### config.mk
export PLATFORM = sky130hd
export DESIGN_NAME = ici_ctrl
export DESIGN_NICKNAME = d
export VERILOG_FILES = /design/src/rtl/ici_pkg.sv /design/src/rtl/ici_rst_sync.sv /design/src/rtl/ici_state.sv /design/src/rtl/ici_latcnt.sv /design/src/rtl/ici_ctrl.sv
export SDC_FILE = /design/constraint.sdc
export NUM_CORES = 1
export LEC_CHECK = 0
export BUFFER_PORTS_ARGS = -buffer_cell sky130_fd_sc_hd__buf_2
export CAP_MARGIN = 20
export CORE_AREA = 2 2 39 41
export DETAILED_ROUTE_END_ITERATION = 8
export DIE_AREA = 0 0 41 43
export PLACE_DENSITY = 0.67
export SYNTH_ARGS = -nofsm -noshare
export SYNTH_HDL_FRONTEND = slang
export SYNTH_HIERARCHICAL = 1
export SYNTH_SLANG_ARGS = --single-unit
### constraint.sdc
create_clock -name clk -period 2.4 [get_ports clk]
set_clock_uncertainty 0.2 [all_clocks]
set_input_delay 0.6 -clock clk [delete_from_list [all_inputs] [get_ports clk]]
set_output_delay 0.6 -clock clk [all_outputs]
set_load 0.01 [all_outputs]
### src/rtl/ici_pkg.sv
package ici_pkg;

  // Next collision-state word: one cycle of elapsed latency, plus the
  // mask merged in when a launch is taken on this edge.
  function automatic logic [63:0] advance_word(input logic [63:0] cur,
                                               input logic [63:0] mask,
                                               input logic        take);
    logic [63:0] shifted;
    shifted = cur >> 1;
    return take ? (shifted | mask) : shifted;
  endfunction

endpackage

### src/rtl/ici_rst_sync.sv
module ici_rst_sync #(
  parameter int STAGES = 2
) (
  input  logic clk,
  input  logic rst_n,
  output logic rst_sync_n
);
  logic [STAGES-1:0] chain_q;
  logic [STAGES-1:0] chain_d;

  always_comb begin
    chain_d = {chain_q[STAGES-2:0], 1'b1};
  end

  always_ff @(posedge clk or negedge rst_n) begin
    if (!rst_n) chain_q <= '0;
    else        chain_q <= chain_d;
  end

  assign rst_sync_n = chain_q[STAGES-1];
endmodule

### src/rtl/ici_state.sv
module ici_state
  import ici_pkg::*;
#(
  parameter int VEC_W = 7
) (
  input  logic             clk,
  input  logic             rst_n,
  input  logic             take,
  input  logic [VEC_W-1:0] forbid_vec,
  output logic [VEC_W-1:0] st
);
  logic [VEC_W-1:0] st_q;
  logic [VEC_W-1:0] st_d;
  logic [63:0]      wide_next;

  always_comb begin
    wide_next = advance_word(64'(st_q), 64'(forbid_vec), take);
    st_d      = wide_next[VEC_W-1:0];
  end

  always_ff @(posedge clk or negedge rst_n) begin
    if (!rst_n) st_q <= '0;
    else        st_q <= st_d;
  end

  assign st = st_q;

  // a launch leaves every bit of the mask set in the new state
  a_r3_or_in: assert property (@(posedge clk) disable iff (!rst_n)
    take |=> ((st_q & $past(forbid_vec)) == $past(forbid_vec)));

  // with no launch, the word only moves toward bit 0
  a_r4_shift: assert property (@(posedge clk) disable iff (!rst_n)
    !take |=> (st_q == ($past(st_q) >> 1)));
endmodule

### src/rtl/ici_latcnt.sv
module ici_latcnt #(
  parameter int VEC_W = 7,
  parameter int CNT_W = $clog2(VEC_W + 2)
) (
  input  logic             clk,
  input  logic             rst_n,
  input  logic             take,
  output logic [CNT_W-1:0] cnt
);
  localparam logic [CNT_W-1:0] SAT = CNT_W'(VEC_W + 1);

  logic [CNT_W-1:0] cnt_q;
  logic [CNT_W-1:0] cnt_d;
  logic             cnt_en;

  always_comb begin
    cnt_en = take | (cnt_q != SAT);
    cnt_d  = take ? CNT_W'(1) : (cnt_q + CNT_W'(1));
  end

  always_ff @(posedge clk or negedge rst_n) begin
    if (!rst_n)      cnt_q <= SAT;
    else if (cnt_en) cnt_q <= cnt_d;
  end

  assign cnt = cnt_q;

  a_r5_restart: assert property (@(posedge clk) disable iff (!rst_n)
    take |=> (cnt_q == CNT_W'(1)));

  a_r5_step: assert property (@(posedge clk) disable iff (!rst_n)
    (!take && cnt_q != SAT) |=> (cnt_q == $past(cnt_q) + CNT_W'(1)));

  a_r6_ceiling: assert property (@(posedge clk) disable iff (!rst_n)
    cnt_q <= SAT);
endmodule

### src/rtl/ici_ctrl.sv
module ici_ctrl #(
  parameter int VEC_W     = 7,
  parameter int CNT_W     = $clog2(VEC_W + 2),
  parameter int RST_STAGE = 2
) (
  input  logic             clk,
  input  logic             rst_n,
  input  logic             req,
  input  logic [VEC_W-1:0] forbid_vec,
  output logic             grant,
  output logic [VEC_W-1:0] state,
  output logic [CNT_W-1:0] lat_cnt
);
  logic             rst_sync_n;
  logic [VEC_W-1:0] st;
  logic [CNT_W-1:0] cnt;

  ici_rst_sync #(.STAGES(RST_STAGE)) u_rst (
    .clk        (clk),
    .rst_n      (rst_n),
    .rst_sync_n (rst_sync_n)
  );

  always_comb begin
    grant = req & ~st[0] & rst_sync_n;
  end

  ici_state #(.VEC_W(VEC_W)) u_state (
    .clk        (clk),
    .rst_n      (rst_sync_n),
    .take       (grant),
    .forbid_vec (forbid_vec),
    .st         (st)
  );

  ici_latcnt #(.VEC_W(VEC_W), .CNT_W(CNT_W)) u_cnt (
    .clk   (clk),
    .rst_n (rst_sync_n),
    .take  (grant),
    .cnt   (cnt)
  );

  assign state   = st;
  assign lat_cnt = cnt;

  // Checker: the latency since the last launch must not be marked forbidden
  logic last_ok;
  always_comb begin
    last_ok = 1'b1;
    for (int i = 0; i < VEC_W; i++) begin
      if (cnt == CNT_W'(i + 1) && forbid_vec[i]) last_ok = 1'b0;
    end
  end

  a_r7_no_collision: assert property (@(posedge clk) disable iff (!rst_sync_n)
    grant |-> last_ok);

  a_r1_gated: assert property (@(posedge clk)
    !rst_sync_n |-> !grant);
endmodule

## Word level (Yosys, flattened, before mapping)

Cells that the tools add are included.

- Output and inout port bits: 12
- Bits in registers: 13
- Bits of input ports: 10
- Word-level logic and storage cells: 12

- Muxes and demuxes: 2
- Add/subtract/negate cells: 1
- Equality and inequality tests: 1
- Bitwise operators: 5

Operators with widths:

| operator | count |
|---|---|
| $mux 7 | 1 |
| $or 6x7->7 | 1 |
| $add 4x1->4 const B | 1 |
| $mux 4 | 1 |
| $ne 4x4->1 const B | 1 |
| $and 1x1->1 | 2 |
| $not 1->1 | 1 |
| $or 1x1->1 | 1 |

## Depth between registers and ports, before layout

Gate-level depths: netlist of the first run.

- Word-level depth: 4
- Depth in mapped cells: 5
- Mapped depth without buffers: 5

## Cells and area by module

The synthesis of the first run kept the hierarchy.

Modules (own cells, without submodules):

| module | sequential area each (µm²) | area each (µm²) | cells each | instances |
|---|---|---|---|---|
| ici_state | 175.2 | 234.0 | 14 | 1 |
| ici_latcnt | 101.3 | 219.0 | 19 | 1 |
| ici_rst_sync | 50.0 | 53.8 | 3 | 1 |
| ici_ctrl | 0.0 | 8.8 | 1 | 1 |

## Least setup slack after synthesis of the first run

OpenSTA, ideal clock, no wires.

- Path kind: flip-flop to output port
- Start: register u_rst.chain_q[1]
- End: output grant
- Path buffers: 0
- Data required time: 1,600 ps
- Arrival: 964 ps
- Cell stages (with the launch flop): 2
- Setup slack: 636 ps
- Path through: dfrtp_1 > and3b_1

- Word-level cells in the longest chain between the ends: 1

RTL lines:

| item | RTL line | source |
|---|---|---|
| start: declaration | ici_rst_sync.sv:8 | `logic [STAGES-1:0] chain_q;` |
| start signal: assignment | ici_rst_sync.sv:17 | `else chain_q <= chain_d;` |
| $and 1x1->1 | ici_ctrl.sv:25 | `grant = req & ~st[0] & rst_sync_n;` |
| end: declaration | ici_ctrl.sv:10 | `output logic grant,` |

No other way between the ends.

## Final worst setup path of the first run

- Start: register u_state.st_q[0], in the netlist u_state/st[0]
- End: output grant

- Word-level cells in the longest chain between the ends: 3

RTL lines:

| item | RTL line | source |
|---|---|---|
| start: declaration | ici_state.sv:12 | `logic [VEC_W-1:0] st_q;` |
| start signal: assignment | ici_state.sv:23 | `else st_q <= st_d;` |
| $not 1->1 | ici_ctrl.sv:25 |  |
| $and 1x1->1 (2 in a row) | ici_ctrl.sv:25 |  |

No other way between the ends.

==> results of run 1 <==
## report_power, final
part           leakage, nW  internal (W)  switching, W
clock               0.0150     0.0000642     0.0000643
sequential           0.159      0.000275     0.0000511
combinational        0.246      0.000119      0.000108
total                0.421      0.000459      0.000224
## how the worst max path moves through the flow
stage               cells past startpoint              from    end
finish                                  2     u_state/st[0]  grant
global route                            2     u_state/st[0]  grant
CTS                                     2     u_state/st[0]  grant
detailed placement                      3               req  grant
global placement                        3               req  grant
floorplan                               1  u_rst/chain_q[1]  grant
## stage by stage
stage	cell area (µm²)	setup slack [ps]	instances	utilization, %	hold slack [ps]
global route	702	514	82	50.7	163
CTS	702	560	82	50.7	160
global placement	656	584	76	47.4	-29.4
detailed placement	656	587	76	47.4	-20.2
finish	702	584	82	50.7	159
floorplan	515	636	37	-	-60.8
## placed cells by master, fill, tap and decap left out
cell and count:
buf_2 21, dfrtp_1 12, a21o_2 6, clkbuf_4 3, nor2_1 3, dlygate4sd3_1 2
buf_4 2, inv_1 2, mux2i_1 2, ha_1 2, and3b_1 1, clkbuf_1 1
nand3b_4 1, xnor2_1 1, nand2b_1 1, a21oi_1 1, nand3_1 1, xor2_1 1
dfstp_2 1, conb_1 1, and2_1 1
## cell families (layout without fill, tap and decap cells)
group,Yosys count,in the layout,synth area share (%)
XOR/XNOR,2,2,3.40
multiplexers,2,2,3.88
AO/OA/AOI/OAI,7,7,11.2
AND/OR/NAND/NOR,8,8,11.2
adder cells (fa/ha/maj),2,2,4.85
other,1,1,0.727
flip-flops,13,13,63.4
buffers and inverters,2,31,1.46
## worst reg2reg max path, cell delays in order (launching register included)
cell	delay, ps
dfrtp_1	420
inv_1	60
ha_1	240
nand3b_4	100
mux2i_1	180
nor2_1	50
## cell type report
| class | count | area [µm²] |
|---|---|---|
| multi-input cells | 22 | 181 |
| clock buffers | 4 | 26.3 |
| repair buffers | 25 | 140 |
| inverters | 2 | 7.51 |
| flip-flops and latches | 13 | 327 |
| well taps | 16 | 20.0 |
| fillers | 134 | 682 |
## state kept, by name, summed over array words and instances (netlist names)
register,cells
u_cnt/cnt,4
u_rst/chain_q,2
u_state/st,7
## routing by layer
metal,vias to the layer above,GRT usage [%]
met5,-,0
met2,12,18.4
met4,0,2.00
met3,0,6.28
met1,168,14.8
li1,179,-
==> key figures, run 1 <==
Outcome
  • Status: finished clean

Detailed routing
  • Drt initial violations: 7
  • Routed wire length: 860 µm
  • 1st-pass router iterations: 2
  • DRC viols: 0
  • Vias post-DR: approximately 360
  • Wl on met1: 351 µm
  • Routed wl met3: 49 µm
  • WL/cell: 10.5 µm
  • Top Metal Used: met3
  • Met2 WL: ~460 µm
  • Via/cell ratio: 4.38
  • Post-route ant nets: 0

Yosys
  • Synth unique cells: 16
  • Post-synth top area share: between 50% and 60%
  • Syn_area_per_cell: approximately 14 µm²
  • Main flop type after synthesis: dfrtp_1
  • Mapped Cells: 37
  • Top post-synthesis cells by area: dfrtp_1 58%, a21o_2 10%, dfstp_2 5.1%, ha_1 4.9%, mux2i_1 3.9%
  • Count leader, synth: dfrtp_1
  • Synthesized cell area: between 500 and 600 µm²
  • Yosys warns: 6
  • Post-synthesis sequential area ratio: between 60% and 70%
  • Number of synthesized flops with an enable pin: 0
  • Net Count, Synth: 49
  • Yosys top cell by area: dfrtp_1
  • Commonest cells in the netlist: 12 x dfrtp_1, 6 x a21o_2, 3 x nor2_1
  • Synth Register Bits: 13
  • Async S/R FF share, synth: 100%

GRT
  • Largest net degree at the start of global routing: 12
  • Vias in the first global route: 339
  • GRT overflow: 0
  • First-pass GRT wire length: between 1 and 1.5 mm
  • Initial antenna violation count: 0
  • GRT Util Overall: between 10% and 20%

Clocking
  • # Post-CTS Setup Buffers: 0
  • CTS H-tree lvls: 1
  • CTS tree: built
  • Clock Sinks: 13
  • Clock transition at the registers of the reported paths: 70 ps
  • Clk buf depth: 2
  • CTS buffer count: 3
  • Worst-Skew Late Latency: 260 ps
  • Post-CTS sizing: 0
  • Hold buffer count at CTS: 2
  • Root Buffer: clkbuf_4

Pwr
  • Total Power: 0.000682 W
  • Power Dens Cells: 972 mW/mm²
  • Maximum VDD drop: 0.414 mV
  • Leakage: 0.421 nW

Worst hold path
  • Worst hold path stage count: 0
  • Hold Path End: u_rst/chain_q[1]
  • Hold Path Class: reg2reg
  • Worst hold start: u_rst/chain_q[0]

Worst setup path
  • Startpoint Class: register
  • CP max stage delay: 370 ps
  • Max stage delay cell, worst path: dfrtp_1
  • CP max FO: 2
  • Worst reg2reg path endpoint: u_cnt/cnt[1]
  • Crit path DAT: slightly above 1000 ps
  • Crit. End Element: output pin
  • Worst Path Buf+Inv: 1
  • Critical path's top delay family: flip-flops
  • Crit path kind: reg2out
  • R2r startpoint: u_cnt/cnt[0]
  • Reg-to-reg setup timing slack: approximately 1100 ps
  • Critical-path cell list: and3b_1, buf_2
  • Cells on worst reg2reg path: 5
  • Worst Path Required: 1600 ps

Placed design
  • GP Congestion: about 0.64
  • Port Buf Inserts: 21
  • DP Wirelength: 663 µm

Floorplan
  • Row count: 14
  • Initial Util: 37.3%
  • Core area: 0.00138 mm²
  • Die ar.: 0.00176 mm²
  • Die Y: 43 µm
  • Ports: 22
  • Die X: 41 µm

Timing
  • Final Max Tran Viols: 0
  • Finish-stage setup viols: 0
  • RSZ-0062 raised after global routing: no
  • Final hold vios: 0
  • Tmin final: between 1500 and 2000 ps
  • Post-route setup TNS: 0 ps
  • Final worst-path cycle share: about three quarters
  • Max frequency: 551 MHz

Layout
  • Ant diodes: 0
  • Final nets: slightly below 80
  • Area growth, synth to finish: 36.2%
  • Layout cells sized above 1: between 50% and 60%

Job
  • Number of max-cap violations: 0
Note: power is estimated with default switching activity, not from simulation.
==> inputs of run 2 (changes only) <==
CORE_AREA = 2 2 40 42   (was 2 2 39 41)
DIE_AREA = 0 0 42 44   (was 0 0 41 43)
clock period = 1.6 ns   (was 2.4 ns; I/O delays follow)
==> run 2 against run 1 <==
  * Via count increased by 0.84%
  * Largest cell class unchanged
  * Critical endpoint unchanged
  * Highest routed layer is now met4
  * Clock power is 48% higher
  * Setup slack lost 580 ps
  * The run now ends with negative hold slack left
==> key figures, run 2 (synthesized netlist as in run 1, its figures left out) <==
Outcome
  • Status: finished with violations
  • Violated checks: negative hold slack

Layout
  • Most common cell after layout, fill and taps aside: buf_2
  • Post-Layout Inst Area: 707 µm² (+0.71%)
  • Ant diodes: 0 (unchanged)
  • Flip-flop count of the largest register after layout: 7 (unchanged)
  • Area growth, synth to finish: 37.1%
  • Most frequent cells in the layout: 20 x buf_2, 12 x dfrtp_1, 6 x a21o_2
  • Final nets: 79 (unchanged)
  • Layout cells sized above 1: 54.5% (+3.0 points)
  • Final core utilization: 49.8% (-0.90 points)

Worst setup path
  • Crit path kind: reg2out
  • Worst reg2reg path endpoint: u_cnt/cnt[1]
  • Startpoint Class: register
  • CP max stage delay: 370 ps (about the same)
  • Worst Path Required: 1000 ps (-600 ps)
  • Cells on worst reg2reg path: 5 (unchanged)
  • Crit. End Element: output pin
  • Reg-to-reg setup timing slack: 220 ps (-830 ps)
  • R2r startpoint: u_cnt/cnt[0]
  • CP max FO: 2 (unchanged)
  • Critical-path cell list: and3b_2, buf_6
  • Max stage delay cell, worst path: dfrtp_1
  • Crit path DAT: 1000 ps (-20 ps)

Timing
  • RSZ-0062 raised after global routing: yes
  • Finish-stage setup viols: 0 (unchanged)
  • Tmin final: 1600 ps
  • Final worst-path cycle share: between 90 and 100%
  • Max frequency: 627 MHz
  • Post-route setup TNS: 0 ps (unchanged)
  • Final hold vios: 2 (+2)
  • Final Max Tran Viols: 0 (unchanged)
  • WHS: -0.480 ps (-159 ps)

Placed design
  • GP Congestion: 0.623 (-2.2%)
  • DP Wirelength: 667 µm (+0.69%)
  • Port Buf Inserts: 21 (unchanged)
  • Placed Area: 656 µm² (unchanged)

GRT
  • GRT Util Overall: 10.6% (-1.4 points)
  • First-pass GRT wire length: 1.39 mm (-2.0%)
  • Vias in the first global route: 325 (-4.1%)
  • Initial antenna violation count: 0 (unchanged)
  • Largest net degree at the start of global routing: 12 (unchanged)
  • GRT overflow: 0 (unchanged)

Clocking
  • Worst-Skew Late Latency: 260 ps (about the same)
  • CTS tree: built
  • Clock Sinks: 13 (unchanged)
  • Clock transition at the registers of the reported paths: 70 ps (about the same)
  • Root Buffer: clkbuf_4
  • Clk buf depth: 2 (unchanged)
  • CTS H-tree lvls: 1 (unchanged)
  • CTS buffer count: 3 (unchanged)

Floorplan
  • Die X: 42 µm (+2.4%)
  • Initial Util: 36.3% (-0.92 points)
  • Core area: 0.00142 mm² (+2.5%)
  • Ports: 22 (unchanged)
  • Die ar.: 0.00185 mm² (+4.8%)
  • Die Y: 44 µm (+2.3%)
  • Row count: 14 (unchanged)

Worst hold path
  • Hold Path Class: reg2async

Pwr
  • Maximum VDD drop: 0.552 mV (+33%)
  • Leakage: 0.422 nW (+0.36%)
  • Power Dens Cells: 1470 mW/mm² (+51%)

Detailed routing
  • Vias post-DR: 362 (+0.84%)
  • Via/cell ratio: 4.41 (+0.84%)
  • Post-route ant nets: 0 (unchanged)
  • 1st-pass router iterations: 2 (unchanged)
  • Drt initial violations: 3 (-4)
  • Routed wire length: 861 µm (+0.12%)
  • DRC viols: 0 (unchanged)
  • WL/cell: 10.5 µm (+0.12%)

Job
  • Number of max-cap violations: 0 (unchanged)
==> run 2: cell count changes in the layout (fill, tap and decap cells not counted), sizes merged <==
cell         previous run  this run
dlygate4sd3             2         1
buf                    23        24
==> run 2: cell type report <==
type / count / area [µm²]
fill: 148 / 712
sequential: 13 / 327
multi-input combinational: 22 / 183
timing repair buffer: 25 / 144
clock buffer: 4 / 26.3
tap: 16 / 20.0
inverter: 2 / 7.51
==> run 2: worst max-delay path by stage <==
stage,start,slack (ps),to,cells after the start
CTS,u_state/st[0],-30,grant,2
detailed placement,req,200,grant,3
global route,u_state/st[0],-60,grant,2
finish,u_state/st[0],4,grant,2
global placement,req,190,grant,3
floorplan,u_rst/chain_q[1],40,grant,1
==> run 2: layer usage <==
metal	up-vias	GRT usage, %	routed length [µm]
li1	182	-	-
met1	165	14.1	404
met2	13	15.0	389
met3	2	2.50	57
met4	0	7.74	9
met5	-	0	0
==> run 2: power by group <==
group / switching (W) / internal (W) / total, W
clock: 0.0000939 / 0.0000962 / 0.000190
combinational: 0.000180 / 0.000192 / 0.000372
sequential: 0.0000664 / 0.000412 / 0.000478
total: 0.000340 / 0.000700 / 0.00104
==> run 2: repair_timing <==
| item | CTS | global route |
|---|---|---|
| endpoints found under the hold margin | 2 | 0 |
| resized for setup | 0 | 2 |
| buffers inserted | 1 | 0 |
| endpoints found under the setup margin | 2 | 1 |
| hold buffers | 1 | 0 |
| pin swaps | 0 | 1 |
==> run 2: per-stage QoR <==
| step | worst slack [ps] | instances | total power (W) |
|---|---|---|---|
| after floorplan | 36.1 | 37 | 0.000714 |
| after global placement | 194 | 76 | 0.000832 |
| after detailed placement | 197 | 76 | 0.000843 |
| after CTS | -30.7 | 82 | 0.00106 |
| after global routing | -60.6 | 82 | 0.00113 |
| final | 4.30 | 82 | 0.00104 |
==> run 2: critical path: cells and delay by family (launching register included) <==
kind                   cells  cell delay (ps)
DFF                        1              370
and+or+nand+nor            1              260
buffers and inverters      1              100
